$ cat src/rtl/hps_pkg.sv
package hps_pkg;
    localparam int WORD_W    = 32;
    localparam int HALF_W    = WORD_W / 2;
    localparam int BE_W      = WORD_W / 8;
    localparam int WORD_STEP = BE_W;

    typedef enum logic [1:0] {
        ACC_CTRL     = 2'b00,
        ACC_DATA_INC = 2'b01,
        ACC_ADDR     = 2'b10,
        ACC_DATA_FIX = 2'b11
    } acc_e;

    typedef enum logic [2:0] {
        ST_IDLE,
        ST_SKIP,
        ST_RD_REQ,
        ST_RD_HOLD,
        ST_WR_WAIT,
        ST_WR_REQ
    } hps_state_e;
endpackage

$ cat src/rtl/hps_strobe_sync.sv
module hps_strobe_sync #(
    parameter int STAGES = 2
) (
    input  logic clk,
    input  logic rst_n,
    input  logic cs_n,
    input  logic ds1_n,
    input  logic ds2_n,
    output logic strb_s
);
    logic             strb_raw;
    logic [STAGES-1:0] chain;

    // active when selected and exactly one data strobe is low
    assign strb_raw = !cs_n && (ds1_n ^ ds2_n);

    for (genvar i = 0; i < STAGES; i++) begin : g_stage
        if (i == 0) begin : g_first
            always_ff @(posedge clk or negedge rst_n) begin
                if (!rst_n) chain[0] <= 1'b0;
                else        chain[0] <= strb_raw;
            end
        end else begin : g_next
            always_ff @(posedge clk or negedge rst_n) begin
                if (!rst_n) chain[i] <= 1'b0;
                else        chain[i] <= chain[i-1];
            end
        end
    end

    assign strb_s = chain[STAGES-1];
endmodule

$ cat src/rtl/hps_host_regs.sv
module hps_host_regs
    import hps_pkg::*;
(
    input  logic              clk,
    input  logic              rst_n,
    input  logic              addr_wr,
    input  logic [1:0]        addr_half_en,
    input  logic [WORD_W-1:0] addr_wdata,
    input  logic              addr_inc,
    input  logic              err_set,
    input  logic              err_clr,
    output logic [WORD_W-1:0] addr_q,
    output logic              err_q
);
    logic [WORD_W-1:0] wr_mask;
    logic [WORD_W-1:0] addr_next;

    for (genvar h = 0; h < 2; h++) begin : g_half
        assign wr_mask[h*HALF_W +: HALF_W] = {HALF_W{addr_half_en[h]}};
    end

    always_comb begin
        addr_next = addr_q;
        if (addr_inc)
            addr_next = addr_q + WORD_W'(WORD_STEP);
        else if (addr_wr)
            addr_next = (addr_q & ~wr_mask) | (addr_wdata & wr_mask);
    end

    always_ff @(posedge clk or negedge rst_n) begin
        if (!rst_n) begin
            addr_q <= '0;
            err_q  <= 1'b0;
        end else begin
            addr_q <= addr_next;
            if (err_set)      err_q <= 1'b1;
            else if (err_clr) err_q <= 1'b0;
        end
    end
endmodule

$ cat src/rtl/hps_ctrl_fsm.sv
module hps_ctrl_fsm
    import hps_pkg::*;
#(
    parameter int MEM_AW = 32
) (
    input  logic              clk,
    input  logic              rst_n,
    input  logic              strb_s,
    input  logic [1:0]        mode_sel,
    input  logic [1:0]        h_acc,
    input  logic              h_rnw,
    input  logic              h_hsel,
    input  logic [BE_W-1:0]   h_be_n,
    input  logic [WORD_W-1:0] h_din,
    input  logic [WORD_W-1:0] h_addr_in,
    input  logic [WORD_W-1:0] hpia,
    input  logic              err,
    input  logic [WORD_W-1:0] m_rdata,
    input  logic              m_ack,
    output logic              m_req,
    output logic              m_we,
    output logic [MEM_AW-1:0] m_addr,
    output logic [WORD_W-1:0] m_wdata,
    output logic [BE_W-1:0]   m_be,
    output logic [WORD_W-1:0] h_dout,
    output logic              h_doe,
    output logic              rdy_int,
    output logic              addr_wr,
    output logic [1:0]        addr_half_en,
    output logic [WORD_W-1:0] addr_wdata,
    output logic              addr_inc,
    output logic              err_set,
    output logic              err_clr
);
    hps_state_e state, nxt;

    logic              cap_half, cap_hsel;
    acc_e              cap_acc;
    logic [BE_W-1:0]   cap_be_n;
    logic [WORD_W-1:0] cap_addr;
    logic [WORD_W-1:0] rd_word_q, dout_q, wr_word_q;
    logic [HALF_W-1:0] wr_lo_q;

    logic half_mode, direct_mode, start, illegal, upper_rd, wr_end;
    logic [WORD_W-1:0] reg_rd_val;

    assign half_mode   = (mode_sel == 2'b00);
    assign direct_mode = mode_sel[1];
    assign start       = (state == ST_IDLE) && strb_s;
    assign illegal     = direct_mode &&
                         (h_acc == ACC_DATA_INC || h_acc == ACC_ADDR);
    assign upper_rd    = half_mode && h_hsel;
    assign wr_end      = (state == ST_WR_WAIT) && !strb_s;

    // value returned at strobe start for reads that need no memory access
    always_comb begin
        reg_rd_val = '0;
        unique case (acc_e'(h_acc))
            ACC_CTRL: if (!upper_rd) reg_rd_val[0] = err;
            ACC_ADDR: begin
                if (!half_mode)   reg_rd_val = hpia;
                else if (h_hsel)  reg_rd_val[HALF_W-1:0] = hpia[WORD_W-1:HALF_W];
                else              reg_rd_val[HALF_W-1:0] = hpia[HALF_W-1:0];
            end
            default: reg_rd_val[HALF_W-1:0] = rd_word_q[WORD_W-1:HALF_W];
        endcase
    end

    // state register
    always_ff @(posedge clk or negedge rst_n) begin
        if (!rst_n) state <= ST_IDLE;
        else        state <= nxt;
    end

    // next state
    always_comb begin
        nxt = state;
        unique case (state)
            ST_IDLE: begin
                if (strb_s) begin
                    if (illegal)                     nxt = ST_SKIP;
                    else if (!h_rnw)                 nxt = ST_WR_WAIT;
                    else if (h_acc[0] && !upper_rd)  nxt = ST_RD_REQ;
                    else                             nxt = ST_RD_HOLD;
                end
            end
            ST_SKIP:    if (!strb_s) nxt = ST_IDLE;
            ST_RD_REQ:  if (m_ack)   nxt = ST_RD_HOLD;
            ST_RD_HOLD: if (!strb_s) nxt = ST_IDLE;
            ST_WR_WAIT: begin
                if (!strb_s) begin
                    if (cap_acc[0] && !(cap_half && !cap_hsel)) nxt = ST_WR_REQ;
                    else                                        nxt = ST_IDLE;
                end
            end
            ST_WR_REQ:  if (m_ack)   nxt = ST_IDLE;
            default:    nxt = ST_IDLE;
        endcase
    end

    // capture path
    always_ff @(posedge clk or negedge rst_n) begin
        if (!rst_n) begin
            cap_half  <= 1'b0;
            cap_hsel  <= 1'b0;
            cap_acc   <= ACC_CTRL;
            cap_be_n  <= '0;
            cap_addr  <= '0;
            rd_word_q <= '0;
            dout_q    <= '0;
            wr_word_q <= '0;
            wr_lo_q   <= '0;
        end else begin
            if (start) begin
                cap_half <= half_mode;
                cap_hsel <= h_hsel;
                cap_acc  <= acc_e'(h_acc);
                cap_be_n <= h_be_n;
                cap_addr <= direct_mode ? h_addr_in : hpia;
                if (h_rnw && !illegal && !(h_acc[0] && !upper_rd))
                    dout_q <= reg_rd_val;
            end
            if (state == ST_RD_REQ && m_ack) begin
                rd_word_q <= m_rdata;
                dout_q    <= cap_half ? {{HALF_W{1'b0}}, m_rdata[HALF_W-1:0]} : m_rdata;
            end
            if (wr_end && cap_acc[0]) begin
                if (cap_half && !cap_hsel)
                    wr_lo_q <= h_din[HALF_W-1:0];
                else
                    wr_word_q <= cap_half ? {h_din[HALF_W-1:0], wr_lo_q} : h_din;
            end
        end
    end

    // outputs
    always_comb begin
        m_req        = (state == ST_RD_REQ) || (state == ST_WR_REQ);
        m_we         = (state == ST_WR_REQ);
        m_addr       = cap_addr[MEM_AW-1:0];
        m_wdata      = wr_word_q;
        m_be         = ~cap_be_n;
        h_dout       = dout_q;
        h_doe        = (state == ST_RD_HOLD);
        rdy_int      = !((state == ST_RD_REQ) || (state == ST_WR_REQ));
        addr_wr      = wr_end && (cap_acc == ACC_ADDR);
        addr_half_en = cap_half ? (cap_hsel ? 2'b10 : 2'b01) : 2'b11;
        addr_wdata   = cap_half ? {2{h_din[HALF_W-1:0]}} : h_din;
        err_clr      = wr_end && (cap_acc == ACC_CTRL) &&
                       !(cap_half && cap_hsel) && h_din[0];
        err_set      = start && !illegal && (h_acc == ACC_DATA_INC) &&
                       ((hpia[1:0] != 2'b00) || (h_be_n != '0));
        addr_inc     = (state == ST_RD_REQ && m_ack && cap_acc == ACC_DATA_INC && !cap_half)
                    || (state == ST_WR_REQ && m_ack && cap_acc == ACC_DATA_INC)
                    || (start && h_rnw && !illegal && h_acc == ACC_DATA_INC && upper_rd);
    end
endmodule

$ cat src/rtl/hostport_slave.sv
module hostport_slave
    import hps_pkg::*;
#(
    parameter int MEM_AW      = 32,
    parameter int SYNC_STAGES = 2
) (
    input  logic              clk,
    input  logic              rst_n,
    input  logic [1:0]        mode_sel,
    input  logic              h_cs_n,
    input  logic              h_ds1_n,
    input  logic              h_ds2_n,
    input  logic              h_rnw,
    input  logic [1:0]        h_acc,
    input  logic              h_hsel,
    input  logic [3:0]        h_be_n,
    input  logic [31:0]       h_addr_in,
    input  logic [31:0]       h_din,
    output logic [31:0]       h_dout,
    output logic              h_doe,
    output logic              h_rdy,
    output logic              m_req,
    output logic              m_we,
    output logic [MEM_AW-1:0] m_addr,
    output logic [31:0]       m_wdata,
    output logic [3:0]        m_be,
    input  logic [31:0]       m_rdata,
    input  logic              m_ack
);
    logic              strb_s, rdy_int;
    logic [WORD_W-1:0] hpia;
    logic              err;
    logic              addr_wr, addr_inc, err_set, err_clr;
    logic [1:0]        addr_half_en;
    logic [WORD_W-1:0] addr_wdata;

    hps_strobe_sync #(.STAGES(SYNC_STAGES)) u_sync (
        .clk    (clk),
        .rst_n  (rst_n),
        .cs_n   (h_cs_n),
        .ds1_n  (h_ds1_n),
        .ds2_n  (h_ds2_n),
        .strb_s (strb_s)
    );

    hps_ctrl_fsm #(.MEM_AW(MEM_AW)) u_fsm (
        .clk          (clk),
        .rst_n        (rst_n),
        .strb_s       (strb_s),
        .mode_sel     (mode_sel),
        .h_acc        (h_acc),
        .h_rnw        (h_rnw),
        .h_hsel       (h_hsel),
        .h_be_n       (h_be_n),
        .h_din        (h_din),
        .h_addr_in    (h_addr_in),
        .hpia         (hpia),
        .err          (err),
        .m_rdata      (m_rdata),
        .m_ack        (m_ack),
        .m_req        (m_req),
        .m_we         (m_we),
        .m_addr       (m_addr),
        .m_wdata      (m_wdata),
        .m_be         (m_be),
        .h_dout       (h_dout),
        .h_doe        (h_doe),
        .rdy_int      (rdy_int),
        .addr_wr      (addr_wr),
        .addr_half_en (addr_half_en),
        .addr_wdata   (addr_wdata),
        .addr_inc     (addr_inc),
        .err_set      (err_set),
        .err_clr      (err_clr)
    );

    hps_host_regs u_regs (
        .clk          (clk),
        .rst_n        (rst_n),
        .addr_wr      (addr_wr),
        .addr_half_en (addr_half_en),
        .addr_wdata   (addr_wdata),
        .addr_inc     (addr_inc),
        .err_set      (err_set),
        .err_clr      (err_clr),
        .addr_q       (hpia),
        .err_q        (err)
    );

    // wait is only shown to a selected host
    assign h_rdy = h_cs_n | rdy_int;
endmodule

$ cat config.mk
export PLATFORM = sky130hd
export DESIGN_NAME = hostport_slave
export DESIGN_NICKNAME = d
export VERILOG_FILES = /design/src/rtl/hps_pkg.sv /design/src/rtl/hps_strobe_sync.sv /design/src/rtl/hps_host_regs.sv /design/src/rtl/hps_ctrl_fsm.sv /design/src/rtl/hostport_slave.sv
export SDC_FILE = /design/constraint.sdc
export NUM_CORES = 1
export LEC_CHECK = 0
export ABC_AREA = 1
export BUFFER_PORTS_ARGS = -buffer_cell sky130_fd_sc_hd__buf_2
export CORE_MARGIN = 2
export CORE_UTILIZATION = 30
export CTS_CLUSTER_DIAMETER = 80
export DETAILED_ROUTE_END_ITERATION = 8
export PLACE_DENSITY_LB_ADDON = 0.05
export SYNTH_ARGS = -nofsm -noshare
export SYNTH_HDL_FRONTEND = slang
export SYNTH_HIERARCHICAL = 1
export SYNTH_SLANG_ARGS = --single-unit
$ cat constraint.sdc
create_clock -name clk -period 2.2 [get_ports clk]
set_input_delay 0.11 -clock clk [delete_from_list [all_inputs] [get_ports clk]]
set_output_delay 0.11 -clock clk [all_outputs]
set_load 0.02 [all_outputs]
# Word level (Yosys, flattened, before mapping)
# Index checks and enable logic that the tools add are counted.
[totals]
reg_bits = 190
wordCells = 125
[op_classes]
add_sub_neg = 1
n_eq_ne = 14
muxes = 30
bitwise_logic = 8
n_reduce_logical = 58
[ops]
columns = ["op", "n"]
rows = [
  ["2-to-1 mux 32 bit", 9],
  ["AND 32 bit", 2],
  ["2-to-1 mux 16 bit", 4],
  ["adder 32 x 3 -> 32 bit (second input constant)", 1],
  ["inverter 32 bit", 1],
  ["bitwise OR 32 bit", 1],
  ["case mux 15 bit (2 select lines)", 1],
  ["logical AND 1 bit", 28],
  ["2-to-1 mux 3 bit", 8],
  ["case mux 3 bit (5 select lines)", 1],
  ["zero test 1 bit", 10],
  ["nonzero test 2 bit", 5],
  ["inequality test 2 bit (second input constant)", 4],
  ["equality test 3 x 2 -> 1 bit (second input constant)", 2],
  ["equality test 3 bit (second input constant)", 2],
  ["zero test 2 bit", 3],
  ["AND reduction 2 bit", 3],
  ["logical OR 1 bit", 5],
  ["AND reduction 5 bit", 1],
  ["equality test 2 x 1 -> 1 bit (second input constant)", 2],
  ["equality test 2 bit (second input constant)", 2],
  ["2-to-1 mux 1 bit", 4],
  ["2-to-1 mux 2 bit", 2],
  ["inverter 4 bit", 1],
  ["9 further kinds", 9],
]

# Longest topological paths before layout
# Gate-level depths: netlist of the first run.
[depth]
word_depth = 9
ltp_mapped = 14
mapped_depth_nobuf = 12

# Hierarchy
# The synthesis of the first run kept the hierarchy.
[by_module_without_submodules]
columns = ["mod", "instances", "cells_per_inst", "area_each_um2"]
rows = [
  ["hps_ctrl_fsm", 1, 957, 7257.0],
  ["hps_host_regs", 1, 344, 2373.5],
  ["hps_strobe_sync", 1, 7, 68.8],
  ["hostport_slave", 1, 3, 11.3],
]

# Least setup slack after synthesis of the first run
# OpenSTA, ideal clock, no wires.
[synth_path]
path_kind = "flip-flop to flip-flop"
startpoint = "register u_sync.chain[1], in the netlist u_sync/strb_s"
endpoint = "register (tool-made name)"
setup_time_ns = 0.124
arrival_ns = 1.914
setup_slack_ns = 0.162
path_stages_with_launch = 11
path_buffers = 2
synth_period_minus_slack_ns = 2.038
path_cell_list = "dfrtp_1 -> inv_1 -> nand4_2 -> buf_6 -> clkbuf_1 -> nor3_1 -> nand2_1 -> nor2_1 -> clkinv_1 -> o21ai_0 -> a21oi_1"
[synth_rtl]
columns = ["element", "line_no", "rtl"]
rows = [
  ["start: declaration", "hps_strobe_sync.sv:12", "logic [STAGES-1:0] chain;"],
  ["start signal: indexed assignment", "hps_strobe_sync.sv:26", "else chain[i] <= chain[i-1];"],
]

==> flow_summary.toml, run 1 <==
[worst_setup_path]
crit_path_top_delay_cell = "dfrtp_1"
worstPathCellList = "inv_1 > nand4_2 > nor3_1 > buf_4 > nand2_1 > buf_4 > o21ai_0 > a21oi_1"
critical_path_buf_inv_count = 3
crit_fanout = 13
cp_common_cell = "buf_4"
worst-endpoint-arrival_ns = 2.33
endpoint_kind = "flip-flop"
critical_path_class = "flip-flop to flip-flop"
cp-start-kind = "flip-flop"
critPathMaxStageDelay_ns = 0.40
crit_family = "buffers and inverters"
cp.required_ns = 2.51

[floorplan]
fp-row-count = 65
initial_core_util = 0.306
dieWidth_um = 184
dieArea_mm2 = 0.0338
die_h_um = 184
core_area_mm2 = 0.0317
io_pins = 216

[clocking]
h-tree-depth = 4
clkTransAtPathRegs_ns = 0.07
cts_buffers = 17
cts-root-buf = "clkbuf_16"
cts.sinks = 174
clock_tree.buffer_depth = 2
cts_tree = "done"
clock_latency_ns = 0.44

[pwr]
p_comb_frac = 0.423
power_frac_seq = 0.391
ir_drop_uv = 580
clkPwrFrac = 0.186
swShare = 0.464
power.internal_mw = 8.66
power_density_mw_per_mm2 = 1310
p_switching_mw = 7.51
p_leak_nw = 6.32
finalPower_mw = 16.2

[synth]
synth_edf_count = 0
ys_types = 46
synthTopCellsByCount = "nand2_1 (487), dfrtp_1 (174), nand3_1 (104)"
synth-seq-area-share = 0.448
yosys_register_bits = 174
synth.most_common_cell = "nand2_1"
netlist.area_leader.share = 0.448
synth_flop_cell = "dfrtp_1"
syn-num-nets = 1427
async_reset_ff_frac = 1.00
yosysWarnings = 6
synth_area_per_cell_um2 = 7.41
syn_inst = 1311
mappedNetlistArea_mm2 = 0.00971
synth_area_leaders = "dfrtp_1 (45%), nand2_1 (19%), nand3_1 (5.4%), o21ai_0 (5.2%), inv_1 (3.8%)"
netlist.top_cell.by_area = "dfrtp_1"

[placement]
portBuffers = 215
placed_cells = 1885
place_congestion = 0.841
dp_hpwl_um = 26000
placed_area_mm2 = 0.0112

[route]
drt_wl_total_um = 35500
ant_nets = 0
vias = 9323
drc_errors = 0
drt-pass1-iter-count = 5
wl_per_cell_um = 17.9
drt-initial-drc-count = 622
vias_per_cell = 4.71

[grt]
grt_pass1_vias = 9252
grt_pass1_wl_um = 54400
grt_usage = 0.212
grt_max_degree = 59
antenna_found_initial = 1
overflow = 0

[cells_and_area]
final_nets = 1679
stdcell_count = 1978
final_cell_area_mm2 = 0.0124
area_growth_pct = 27.2
post-route-util = 0.389
register_area_mm2 = 0.00435
diodes = 0
multi_input_comb_area_mm2 = 0.00446
nFillCells = 3425
drive_above_1_share = 0.230

[sta]
finalHoldViolations = 0
max_freq_ghz = 0.495
fin_crit_sh = 0.919
finalMaxSlewViolations = 0
fin_crit_ns = 2.02
finClkSkew_ns = 0.0155
relSlewSlack = 0.587
setup_tns_ns = 0
worstMarginPinSlew_ns = 0.618
setup_viol = 0

[hold_path]
hp-class = "input pin to flip-flop"

[outcome]
status = "finished, final reports clean"

[job]
drv_cap = 0
==> per-stage QoR <==
stage                     hold slack [ns]  worst slack, ns
after global routing               0.0207          -0.0190
after detailed placement            0.131           0.0851
after floorplan                    -0.186            0.162
after global placement              0.130            0.114
final                             0.00995            0.179
after CTS                         0.00101           0.0519
==> worst paths after layout <==
path                                           startpoint                       endpoint  slack [ns]  depth (start not counted)
max in group asynchronous                           rst_n  u_fsm/m_wdata[20]$_DFFE_PN0P_        1.34                          3
worst max register to register    u_sync/strb_s$_DFF_PN0_                      flip-flop        0.18                          8
worst min register to register  u_sync/chain[0]$_DFF_PN0_        u_sync/strb_s$_DFF_PN0_        0.36                          0
worst min-delay path                          m_rdata[10]   u_fsm/h_dout[10]$_DFFE_PN0P_        0.01                          5
worst max-delay path              u_sync/strb_s$_DFF_PN0_                      flip-flop        0.18                          8
min in group asynchronous                           rst_n  u_fsm/cap_be_n[0]$_DFFE_PN0P_        0.22                          2
==> final cells by class <==
class                           count  area share
Multi-Input combinational cell    947       0.361
Sequential cell                   174       0.352
Timing Repair Buffer              314       0.167
Tap cell                          402      0.0407
Clock buffer                       19      0.0350
Inverter                          109      0.0332
Clock inverter                     13      0.0105
==> power by group through the flow <==
stage / clock network [mW] / logic [mW] / registers, mW
detailed placement: 0 / 6.77 / 6.39
floorplan: 0 / 3.55 / 6.74
global route: 3.24 / 7.66 / 6.57
CTS: 3.10 / 6.87 / 6.35
global placement: 0 / 6.72 / 6.39
finish: 3.01 / 6.84 / 6.32
==> cell usage in the layout (no fill, tap or decap), types with 3 or more instances in the layout <==
cell / count
a22oi_1: 3
nor3_1: 4
nor2_2: 7
buf_6: 3
nand4_1: 3
nand2_2: 11
buf_12: 6
inv_1: 98
inv_2: 10
nand3_1: 104
nand3_2: 3
ha_1: 4
clkinvlp_4: 3
nand2_4: 4
nand2_1: 485
dlygate4sd3_1: 55
inv_6: 4
o21ai_1: 46
buf_2: 214
a21oi_1: 23
nor2_8: 4
dfrtp_1: 174
clkinv_4: 3
a31oi_1: 17
buf_4: 35
o21ai_2: 17
nor2_1: 76
o21ai_0: 100
nor2_4: 9
clkbuf_16: 18
==> metal layers <==
layer	up-vias	track usage	routed length (um)
li1	4688	-	-
met1	4384	0.311	17600
met2	229	0.331	15800
met3	22	0.0333	1760
met4	0	0.0419	348
met5	-	0	0
==> cells by family after synthesis <==
kind of cell / share of synthesized area
AND/OR/NAND/NOR: 0.324
AO/OA/AOI/OAI: 0.127
buffers and inverters: 0.0941
flip-flops: 0.448
adder cells (fa/ha/maj): 0.00515
XOR/XNOR: 0.00180
==> what timing repair did <==
action | CTS | global route
endpoints found under the hold margin | 115 | 0
setup endpoints to repair | 0 | 29
setup buffers | 0 | 5
hold buffers | 55 | 0
gates resized for setup | 0 | 7
==> worst reg2reg max path, delay by kind of cell, from the launching register on <==
kind	cells	cell delay, ns
AO/OA/AOI/OAI	2	0.42
buffers and inverters	3	0.59
flip-flops	1	0.40
AND/OR/NAND/NOR	3	0.49
Power figures use the tool's default switching activity.
==> run 2, diff against run 1 <==
PLACE_DENSITY = 0.59   (was unset)
PLACE_DENSITY_LB_ADDON = unset   (was 0.05)
==> flow_summary.toml, run 2 (synthesis results as in run 1) <==
[grt]
antenna_found_initial = 0
grt_max_degree = 63
overflow = 0
grt_pass1_wl_um = 51300
grt_pass1_vias = 9208
grt_usage = 0.198

[worst_setup_path]
cp.required_ns = 2.52
critical_path_class = "input pin to flip-flop"
crit_path_top_delay_cell = "dlygate4sd3_1"
crit_fanout = 10
endpoint_kind = "flip-flop"
cp-start-kind = "input pin"
timing.rr.start = "u_fsm/state[2]$_DFFE_PN0P_"
reg2reg_depth = 11
worstPathCellList = "dlygate4sd3_1 > buf_2 > inv_1 > ha_1 > nand2_1 > nand2_1 > inv_1 > nand3_1 > o21ai_4 > buf_4 > nor2_1 > inv_2 > o211ai_1 > nand2_1 > inv_1"
worst-endpoint-arrival_ns = 2.42
ff2ff_setup_slack_ns = 0.14
critical_path_buf_inv_count = 7
critPathMaxStageDelay_ns = 0.51
crit_family = "buffers and inverters"
cp.depth = 15

[sta]
rsz0062_at_grt = "yes"
fin_crit_sh = 0.954
finalMaxSlewViolations = 0
relSlewSlack = 0.595
finClkSkew_ns = 0.0131
worstMarginPinSlew_ns = 0.607
setup_ws_ns = 0.101
fin_crit_ns = 2.10
max_freq_ghz = 0.476
setup_viol = 0
finalHoldViolations = 0

[clocking]
clkTransAtPathRegs_ns = 0.07
clock_tree.buffer_depth = 2
clock_latency_ns = 0.43
cts_buffers = 17
cts-root-buf = "clkbuf_16"
cts.sinks = 174
h-tree-depth = 4
cts_tree = "done"

[cells_and_area]
final_common_cell = "nand2_1"
final_cell_mix = "nand2_1 (486), buf_2 (214), dfrtp_1 (174)"
final_nets = 1658
area_growth_pct = 25.4
final_cell_area_mm2 = 0.0122
drive_above_1_share = 0.227

[hold_path]
min_to = "u_fsm/cap_acc[0]$_DFFE_PN0P_"
hp-class = "input pin to flip-flop"
min-delay-start = "h_acc[0]"
hold_depth = 3

[floorplan]
io_pins = 216
initial_core_util = 0.306
fp-row-count = 65
dieWidth_um = 184
core_area_mm2 = 0.0317
dieArea_mm2 = 0.0338
die_h_um = 184

[route]
drt-initial-drc-count = 835
drt-pass1-iter-count = 7
drt_wl_total_um = 33400
ant_nets = 0
wl_per_cell_um = 17.1
vias_per_cell = 4.88
vias = 9557
drc_errors = 0

[pwr]
power_density_mw_per_mm2 = 1320
p_leak_nw = 6.23
ir_drop_uv = 657

[placement]
post-place-ws_ns = 0.0522
placed_area_mm2 = 0.0111
portBuffers = 215
dp_hpwl_um = 24800
place_congestion = 0.869

[job]
drv_cap = 0

[outcome]
status = "finished, final reports clean"
[run 2: routing by layer]
layer  global-route usage  part of all wire  vias to the layer above
li1                     -                 -                     4645
met1                0.275              0.45                     4464
met2                0.317              0.46                      402
met3               0.0337             0.077                       46
met4               0.0538             0.018                        0
met5                    0                 0                        -
[run 2: worst max-delay path by stage]
stage | to | from
after floorplan | flip-flop | u_sync/strb_s$_DFF_PN0_
after global placement | flip-flop | u_sync/strb_s$_DFF_PN0_
after detailed placement | flip-flop | u_sync/strb_s$_DFF_PN0_
after CTS | flip-flop | u_sync/strb_s$_DFF_PN0_
after global routing | flip-flop | h_acc[1]
final | flip-flop | h_acc[1]
[run 2: per-stage QoR]
| step | instances | hold slack, ns | TNS, ns | utilization | total power [mW] |
|---|---|---|---|---|---|
| 2_1_floorplan | 1311 | -0.186 | 0 | - | 10.3 |
| 3_3_place_gp | 1879 | 0.0979 | 0 | 0.350 | 12.9 |
| 3_5_place_dp | 1879 | 0.112 | 0 | 0.350 | 13.0 |
| 4_1_cts | 1953 | 0.00108 | 0 | 0.382 | 16.2 |
| 5_1_grt | 1956 | 0.0249 | -0.0370 | 0.384 | 17.3 |
| 6_report | 1957 | 0.0150 | 0 | 0.384 | 16.1 |
[run 2: area by class of cell]
cell class | count | area, um^2
clock buffer | 19 | 433
clock inverter | 12 | 155
fill | 3401 | 19500
timing repair buffer | 293 | 1860
multi-input combinational | 947 | 4460
tap | 402 | 503
inverter | 109 | 410
sequential | 174 | 4350
antenna | 1 | 2.50
[run 2: timing repair]
item / 4_1_cts / 5_1_grt
setup endpoints to repair: 0 / 24
buffers inserted: 0 / 2
gates resized for setup: 0 / 6
hold endpoints to repair: 97 / 0
hold buffers: 43 / 0
[run 2: where the power goes]
group	switching [mW]	internal [mW]
clock	1.38	1.70
combinational	4.42	2.34
sequential	1.58	4.69
[run 2: worst min-delay path: stages]
cell	delay (ns)
buf_2	0.12
inv_1	0.10
o21ai_1	0.08
